--- src/rtl/ep_bank_pkg.sv ---
package ep_bank_pkg;
  localparam int IRQ_W    = 5;
  localparam int STICKY_W = 4;
  localparam int FLG_OVF   = 0;
  localparam int FLG_STALL = 1;
  localparam int FLG_CRC   = 2;
  localparam int FLG_SHORT = 3;
  localparam int FLG_BUSY  = 4;

  typedef enum logic [1:0] {
    KIND_CTRL = 2'd0,
    KIND_IN   = 2'd1,
    KIND_OUT  = 2'd2,
    KIND_RSVD = 2'd3
  } ep_kind_e;

  typedef enum logic [1:0] {
    KS_IDLE  = 2'd0,
    KS_ARMED = 2'd1,
    KS_EXEC  = 2'd2
  } kill_state_e;
endpackage

--- src/rtl/ep_irq_unit.sv ---
module ep_irq_unit #(
  parameter int IRQ_W    = 5,
  parameter int STICKY_W = 4,
  localparam int LVL_W   = IRQ_W - STICKY_W
) (
  input  logic                clk,
  input  logic                rst_n,
  input  logic [IRQ_W-1:0]    ien_set,
  input  logic [IRQ_W-1:0]    ien_clr,
  input  logic [STICKY_W-1:0] sticky_set,
  input  logic [STICKY_W-1:0] sticky_clr,
  input  logic [LVL_W-1:0]    level_in,
  output logic [IRQ_W-1:0]    ien_q,
  output logic [IRQ_W-1:0]    flags,
  output logic                irq
);
  logic [STICKY_W-1:0] sticky_q;

  // one enable register per source; clear has priority over set
  for (genvar g = 0; g < IRQ_W; g++) begin : g_en
    always_ff @(posedge clk) begin
      if (!rst_n)          ien_q[g] <= 1'b0;
      else if (ien_clr[g]) ien_q[g] <= 1'b0;
      else if (ien_set[g]) ien_q[g] <= 1'b1;
    end
  end

  // sticky status: a new event beats a software clear
  for (genvar g = 0; g < STICKY_W; g++) begin : g_st
    always_ff @(posedge clk) begin
      if (!rst_n)             sticky_q[g] <= 1'b0;
      else if (sticky_set[g]) sticky_q[g] <= 1'b1;
      else if (sticky_clr[g]) sticky_q[g] <= 1'b0;
    end
  end

  assign flags = {level_in, sticky_q};
  assign irq   = |(flags & ien_q);
endmodule

--- src/rtl/ep_kill_unit.sv ---
module ep_kill_unit
  import ep_bank_pkg::*;
#(
  parameter int CW = 2
) (
  input  logic          clk,
  input  logic          rst_n,
  input  logic          is_in,
  input  logic          kill_req,
  input  logic [CW-1:0] busy_cnt,
  input  logic          in_token,
  input  logic          tx_active,
  output logic          kill_pend,
  output logic          kill_discard
);
  kill_state_e st_q, st_d;
  logic        collide;

  // the only busy bank is the one on the line (or about to be)
  assign collide = (busy_cnt == CW'(1)) && (in_token || tx_active);

  always_comb begin
    st_d = st_q;
    case (st_q)
      KS_IDLE:  if (is_in && kill_req) st_d = KS_ARMED;
      KS_ARMED: begin
        if (busy_cnt == '0 || collide) st_d = KS_IDLE;
        else                           st_d = KS_EXEC;
      end
      KS_EXEC:  st_d = KS_IDLE;
      default:  st_d = KS_IDLE;
    endcase
  end

  always_ff @(posedge clk) begin
    if (!rst_n) st_q <= KS_IDLE;
    else        st_q <= st_d;
  end

  assign kill_pend    = (st_q != KS_IDLE);
  assign kill_discard = (st_q == KS_EXEC);
endmodule

--- src/rtl/ep_bank_track.sv ---
module ep_bank_track
  import ep_bank_pkg::*;
#(
  parameter int NB = 2,
  localparam int PW = (NB > 1) ? $clog2(NB) : 1,
  localparam int CW = $clog2(NB + 1)
) (
  input  logic          clk,
  input  logic          rst_n,
  input  logic [1:0]    kind,
  input  logic          rel,
  input  logic          flag_ack,
  input  logic          in_token,
  input  logic          tx_done,
  input  logic          rx_done,
  input  logic          kill_pend,
  input  logic          kill_discard,
  output logic [PW-1:0] cpu_ptr,
  output logic [PW-1:0] usb_ptr,
  output logic [CW-1:0] busy_cnt,
  output logic          own_q,
  output logic          txin_q,
  output logic          rxout_q,
  output logic          tx_active,
  output logic          ovf_pulse
);
  function automatic logic [PW-1:0] ptr_fwd(input logic [PW-1:0] p);
    return (p == PW'(NB - 1)) ? '0 : p + 1'b1;
  endfunction

  function automatic logic [PW-1:0] ptr_back(input logic [PW-1:0] p);
    return (p == '0) ? PW'(NB - 1) : p - 1'b1;
  endfunction

  logic is_in, is_out;
  logic rel_ok, disc, tx_start, tx_fin, rx_take;
  logic inc, dec_a, dec_b;
  logic own_set, busy_full, busy_any;
  logic [CW-1:0] busy_eff, busy_d;
  logic [PW-1:0] cpu_d, usb_d;
  int   sum;

  assign is_in  = (kind == KIND_IN);
  assign is_out = (kind == KIND_OUT);

  assign busy_full = (busy_cnt >= CW'(NB));
  assign busy_any  = (busy_cnt != '0);

  assign rel_ok   = own_q && rel && !kill_pend;
  assign disc     = is_in && kill_discard;
  assign busy_eff = busy_cnt - {{(CW-1){1'b0}}, disc};
  assign tx_start = is_in && in_token && !tx_active && (busy_eff != '0);
  assign tx_fin   = is_in && tx_done && tx_active;
  assign rx_take  = is_out && rx_done && !busy_full;
  assign ovf_pulse = is_out && rx_done && busy_full;

  assign inc   = (is_in && rel_ok) || rx_take;
  assign dec_a = tx_fin || (is_out && rel_ok);
  assign dec_b = disc;

  // saturating count update
  always_comb begin
    sum = int'(busy_cnt) + int'(inc) - int'(dec_a) - int'(dec_b);
    if (sum < 0)       sum = 0;
    else if (sum > NB) sum = NB;
    busy_d = CW'(sum);
  end

  always_comb begin
    cpu_d = cpu_ptr;
    if (rel_ok)    cpu_d = ptr_fwd(cpu_ptr);
    else if (disc) cpu_d = ptr_back(cpu_ptr);
    usb_d = (tx_fin || rx_take) ? ptr_fwd(usb_ptr) : usb_ptr;
  end

  // ownership returns to software when a free (IN) or filled (OUT) bank waits
  assign own_set = !own_q && ((is_in && !busy_full) || (is_out && busy_any));

  always_ff @(posedge clk) begin
    if (!rst_n) begin
      busy_cnt  <= '0;
      cpu_ptr   <= '0;
      usb_ptr   <= '0;
      own_q     <= 1'b0;
      txin_q    <= 1'b0;
      rxout_q   <= 1'b0;
      tx_active <= 1'b0;
    end else begin
      busy_cnt <= busy_d;
      cpu_ptr  <= cpu_d;
      usb_ptr  <= usb_d;
      if (own_q) own_q <= !rel_ok && (is_in || is_out);
      else       own_q <= own_set;
      txin_q  <= (is_in && own_set) || (txin_q && !flag_ack);
      rxout_q <= (is_out && own_set) || (rxout_q && !flag_ack);
      if (tx_start)    tx_active <= 1'b1;
      else if (tx_fin) tx_active <= 1'b0;
    end
  end
endmodule

--- src/rtl/ep_bank_ctrl.sv ---
module ep_bank_ctrl
  import ep_bank_pkg::*;
#(
  parameter int NUM_BANKS = 2,
  localparam int PW = (NUM_BANKS > 1) ? $clog2(NUM_BANKS) : 1,
  localparam int CW = $clog2(NUM_BANKS + 1)
) (
  input  logic          clk,
  input  logic          rst_n,
  input  logic [1:0]    ep_kind,
  input  logic [4:0]    ien_set,
  input  logic [4:0]    ien_clr,
  input  logic [3:0]    evt_set,
  input  logic [3:0]    evt_clr,
  input  logic          kill_req,
  input  logic          fifo_rel,
  input  logic          flag_ack,
  input  logic          in_token,
  input  logic          tx_done,
  input  logic          rx_done,
  output logic [PW-1:0] cpu_bank,
  output logic [PW-1:0] usb_bank,
  output logic [CW-1:0] busy_cnt,
  output logic          fifo_ctl,
  output logic          rw_ok,
  output logic          txin_flag,
  output logic          rxout_flag,
  output logic          kill_pend,
  output logic [4:0]    ien,
  output logic [4:0]    flags,
  output logic          irq
);
  logic kill_discard, tx_active, ovf_pulse;
  logic [STICKY_W-1:0] sticky_set;

  ep_kill_unit #(.CW(CW)) u_kill (
    .clk          (clk),
    .rst_n        (rst_n),
    .is_in        (ep_kind == KIND_IN),
    .kill_req     (kill_req),
    .busy_cnt     (busy_cnt),
    .in_token     (in_token),
    .tx_active    (tx_active),
    .kill_pend    (kill_pend),
    .kill_discard (kill_discard)
  );

  ep_bank_track #(.NB(NUM_BANKS)) u_track (
    .clk          (clk),
    .rst_n        (rst_n),
    .kind         (ep_kind),
    .rel          (fifo_rel),
    .flag_ack     (flag_ack),
    .in_token     (in_token),
    .tx_done      (tx_done),
    .rx_done      (rx_done),
    .kill_pend    (kill_pend),
    .kill_discard (kill_discard),
    .cpu_ptr      (cpu_bank),
    .usb_ptr      (usb_bank),
    .busy_cnt     (busy_cnt),
    .own_q        (fifo_ctl),
    .txin_q       (txin_flag),
    .rxout_q      (rxout_flag),
    .tx_active    (tx_active),
    .ovf_pulse    (ovf_pulse)
  );

  assign sticky_set = evt_set | {{(STICKY_W-1){1'b0}}, ovf_pulse};

  ep_irq_unit #(.IRQ_W(IRQ_W), .STICKY_W(STICKY_W)) u_irq (
    .clk        (clk),
    .rst_n      (rst_n),
    .ien_set    (ien_set),
    .ien_clr    (ien_clr),
    .sticky_set (sticky_set),
    .sticky_clr (evt_clr),
    .level_in   (busy_cnt != '0),
    .ien_q      (ien),
    .flags      (flags),
    .irq        (irq)
  );

  assign rw_ok = fifo_ctl;
endmodule

--- config.mk ---
export PLATFORM = sky130hd
export DESIGN_NAME = ep_bank_ctrl
export DESIGN_NICKNAME = d
export VERILOG_FILES = /design/src/rtl/ep_bank_pkg.sv /design/src/rtl/ep_irq_unit.sv /design/src/rtl/ep_kill_unit.sv /design/src/rtl/ep_bank_track.sv /design/src/rtl/ep_bank_ctrl.sv
export SDC_FILE = /design/constraint.sdc
export NUM_CORES = 1
export LEC_CHECK = 0
export BUFFER_PORTS_ARGS = -buffer_cell sky130_fd_sc_hd__buf_2
export CORE_MARGIN = 3
export CORE_UTILIZATION = 45
export DETAILED_ROUTE_END_ITERATION = 10
export PLACE_DENSITY = 0.77
export SLEW_MARGIN = 25
export SYNTH_ARGS = -nofsm -noshare
export SYNTH_HDL_FRONTEND = slang
export SYNTH_HIERARCHICAL = 1
export SYNTH_SLANG_ARGS = --single-unit
--- constraint.sdc ---
create_clock -name clk -period 3.3 [get_ports clk]
set_input_delay 0.165 -clock clk [delete_from_list [all_inputs] [get_ports clk]]
set_output_delay 0.165 -clock clk [all_outputs]
set_load 0.005 [all_outputs]
==> metrics.cfg <==
[synth]
ys_ff_latch = 19
synth_edf_count = 0
yosysTopAreaCell = dfxtp_1
syn-num-nets = 144
synth.distinct_cells = 36
syn_inst = 107
async_reset_ff_frac = 0
synth_top_area_frac = 0.373
syn-cell-area_um2 = 1020
synth_warnings = 6
ys.flop_type = dfxtp_1
synth_seq_area_share = 0.373
avgSynthCellArea_um2 = 9.52
synthTopCellsByArea = dfxtp_1, ha_1, inv_1, nor3b_1, nor2b_1

[clock_tree]
numCtsBuffers = 3
clockBufferDepth = 2
post-cts-setup-buffers = 0
cts-resized-gates = 0
cts_root_buf = clkbuf_4
cts_tree = done
cts.clk_slew.worst_paths_ps = 110
cts_sinks = 19
cts_max_level = 1
clock_latency_ps = 290

[grt]
grt-ovfl-total = 0
antenna_found_initial = 0
grt_max_degree = 18
grt_pass1_wl_um = 3160
first_global_vias = 768
grt_usage = 0.152

[finish]
layout.cells.non_filler = 186
antennaDiodeCount = 0
fillers = 206
drive_gt1_frac = 0.371
area_growth_pct = 30.3
final_nets = 197

[power_and_ir_drop]
powerDensity_nw_per_um2 = 465
power_leakage_nw = 0.700
total_power_w = 0.000618
worst_ir_drop_vdd_mv = 0.316

[flow_run]
maxCapViolCount = 0

[sta]
worstMarginPinSlew_ps = 386
hold_viol = 0
setup_violations = 0
finalSetupTns_ps = 0
postLayoutSetupSlackWorst_ps = 354
period_needed_ps = 2950
slew_viol_final = 0
skew_ps = 8.72
fmax_ghz = 0.339
rsz0062_at_grt = no
slew_headroom = 0.739
final_min_period_over_clock_period = 0.893
holdWs_ps = 17.0

[routing]
num_vias = 921
wirelength_um = 2260
dr.pass1.iters = 4
viasPerCell = 4.95
ant_nets = 0
drt_iter0_markers = 15
wl_per_cell_um = 12.1
drc = 0

[place]
portBuffers = 47
dp_cells = 180
hpwl_um = 1780
dp_slack_ps = 396
gp_congestion = 0.767

[critical_path]
cp.arrival_ps = 3150
cp_max_fo = 4
cpMostUsedCell = ha_1
r2r_start = u_kill/st_q[1]$_SDFFE_PN0P_
r2r_cells = 12
crit_end = u_track/busy_cnt[0]$_SDFF_PP0_
critical_path.cell_chain = or2_2 -> and3b_1 -> a21oi_1 -> ha_1 -> inv_1 -> ha_1 -> inv_1 -> fa_1 -> ha_1 -> a21oi_1 -> mux2i_1 -> nor4b_2
r2r_slack_ps = 350
max_stage_delay_ps = 480
crit_required_ps = 3500
path_class = reg -> reg
startpoint_type = register
crit_slowest_cell = fa_1
reg2reg_to = u_track/busy_cnt[0]$_SDFF_PP0_
critPathCaptureType = register
cp-startpoint = u_kill/st_q[1]$_SDFFE_PN0P_

[floorplanning]
die-area_um2 = 2870
row_count = 16
die_h_um = 53.6
die-width_um = 53.6
start_util = 0.499
coreArea_um2 = 2040
io_pins = 48

[hold_path]
min_from = ien_clr[0]
hp-class = in -> reg

[status]
outcome = complete, no violations

-- final cells by class --
type | count | area (um^2) | share of cell area
multi-input cells | 76 | 586 | 0.441
flip-flops and latches | 19 | 380 | 0.287
repair buffers | 50 | 263 | 0.198
inverters | 10 | 37.5 | 0.0283
well taps | 27 | 33.8 | 0.0254
clock buffers | 3 | 22.5 | 0.0170
clock inverters | 1 | 5.00 | 0.00377
-- cell usage in the layout (no fill, tap or decap), types with 4 or more instances in the layout --
cell | Yosys | layout
nor2_1 | 7 | 7
buf_2 | 0 | 47
nor2b_1 | 5 | 5
inv_1 | 10 | 10
dfxtp_1 | 19 | 19
nor3b_1 | 5 | 5
ha_1 | 8 | 8
o21a_1 | 4 | 4
a21oi_1 | 4 | 4
o21ai_0 | 4 | 4
-- synthesized netlist by cell type (all sizes together), types with 2 or more instances --
cell,instances
a21boi,2
a21o,3
a21oi,4
a221oi,2
and3,2
and3b,4
buf,2
dfxtp,19
ha,8
inv,10
nand2,3
nand2b,3
nor2,7
nor2b,5
nor3,2
nor3b,6
o21a,4
o21ai,4
or2,3
xor2,2
-- worst max-delay path: cells and delay by family (launching register included) --
kind | cells | cell delay (ps)
mux | 1 | 110
flops | 1 | 330
buf+inv | 2 | 100
simple gates | 3 | 910
compound gates | 2 | 250
fa+ha+maj | 4 | 1150
-- power by group --
part	total, W	switching (W)	internal (W)
Clock	0.000114	0.0000688	0.0000451
Combinational	0.000233	0.000117	0.000116
Sequential	0.000271	0.0000180	0.000253
-- flip-flops by register name, indices dropped and copies added, names as in the netlist --
signal             count
u_irq/ien_q            5
u_irq/flags            4
u_kill/st_q            2
u_track/busy_cnt       2
u_track/cpu_ptr        1
u_track/own_q          1
u_track/rxout_q        1
u_track/tx_active      1
u_track/txin_q         1
u_track/usb_ptr        1
-- stage by stage --
| stage | area (um^2) | util |
|---|---|---|
| final | 1330 | 0.650 |
| after detailed placement | 1280 | 0.627 |
| after floorplan | 1020 | - |
| after global placement | 1280 | 0.627 |
| after CTS | 1310 | 0.640 |
| after global routing | 1330 | 0.650 |
-- metal layers --
layer | vias up | share of wire | global-route usage
li1 | 478 | - | -
met1 | 414 | 0.44 | 0.176
met2 | 27 | 0.49 | 0.273
met3 | 2 | 0.063 | 0.0499
met4 | 0 | 0.0044 | 0.0255
met5 | - | 0 | 0
-- worst min-delay path by stage --
stage | endpoint | slack [ps] | depth (start not counted)
after global routing | u_irq/ien_q[0]$_SDFFE_PP0P_ | 1 | 2
after floorplan | u_irq/ien_q[0]$_SDFFE_PP0P_ | 240 | 1
final | u_irq/ien_q[0]$_SDFFE_PP0P_ | 20 | 2
after detailed placement | u_irq/ien_q[3]$_SDFFE_PP0P_ | 330 | 2
after global placement | u_irq/ien_q[3]$_SDFFE_PP0P_ | 330 | 2
after CTS | u_irq/ien_q[3]$_SDFFE_PP0P_ | 7 | 2
-- cells by family after synthesis --
kind of cell / after synthesis / share of synthesized area
buffers and inverters: 12 / 0.0516
AOI/OAI and AO/OA: 26 / 0.188
adders and majority gates: 9 / 0.118
DFF: 19 / 0.373
muxes: 1 / 0.00983
xor gates and xnor gates: 2 / 0.0172
and+or+nand+nor: 38 / 0.242
-- repair_timing --
item,in CTS,in global routing
endpoints found under the hold margin,0,2
hold buffers,0,2
setup endpoints to repair,0,0
No activity file was read; power rests on OpenSTA's default activity.
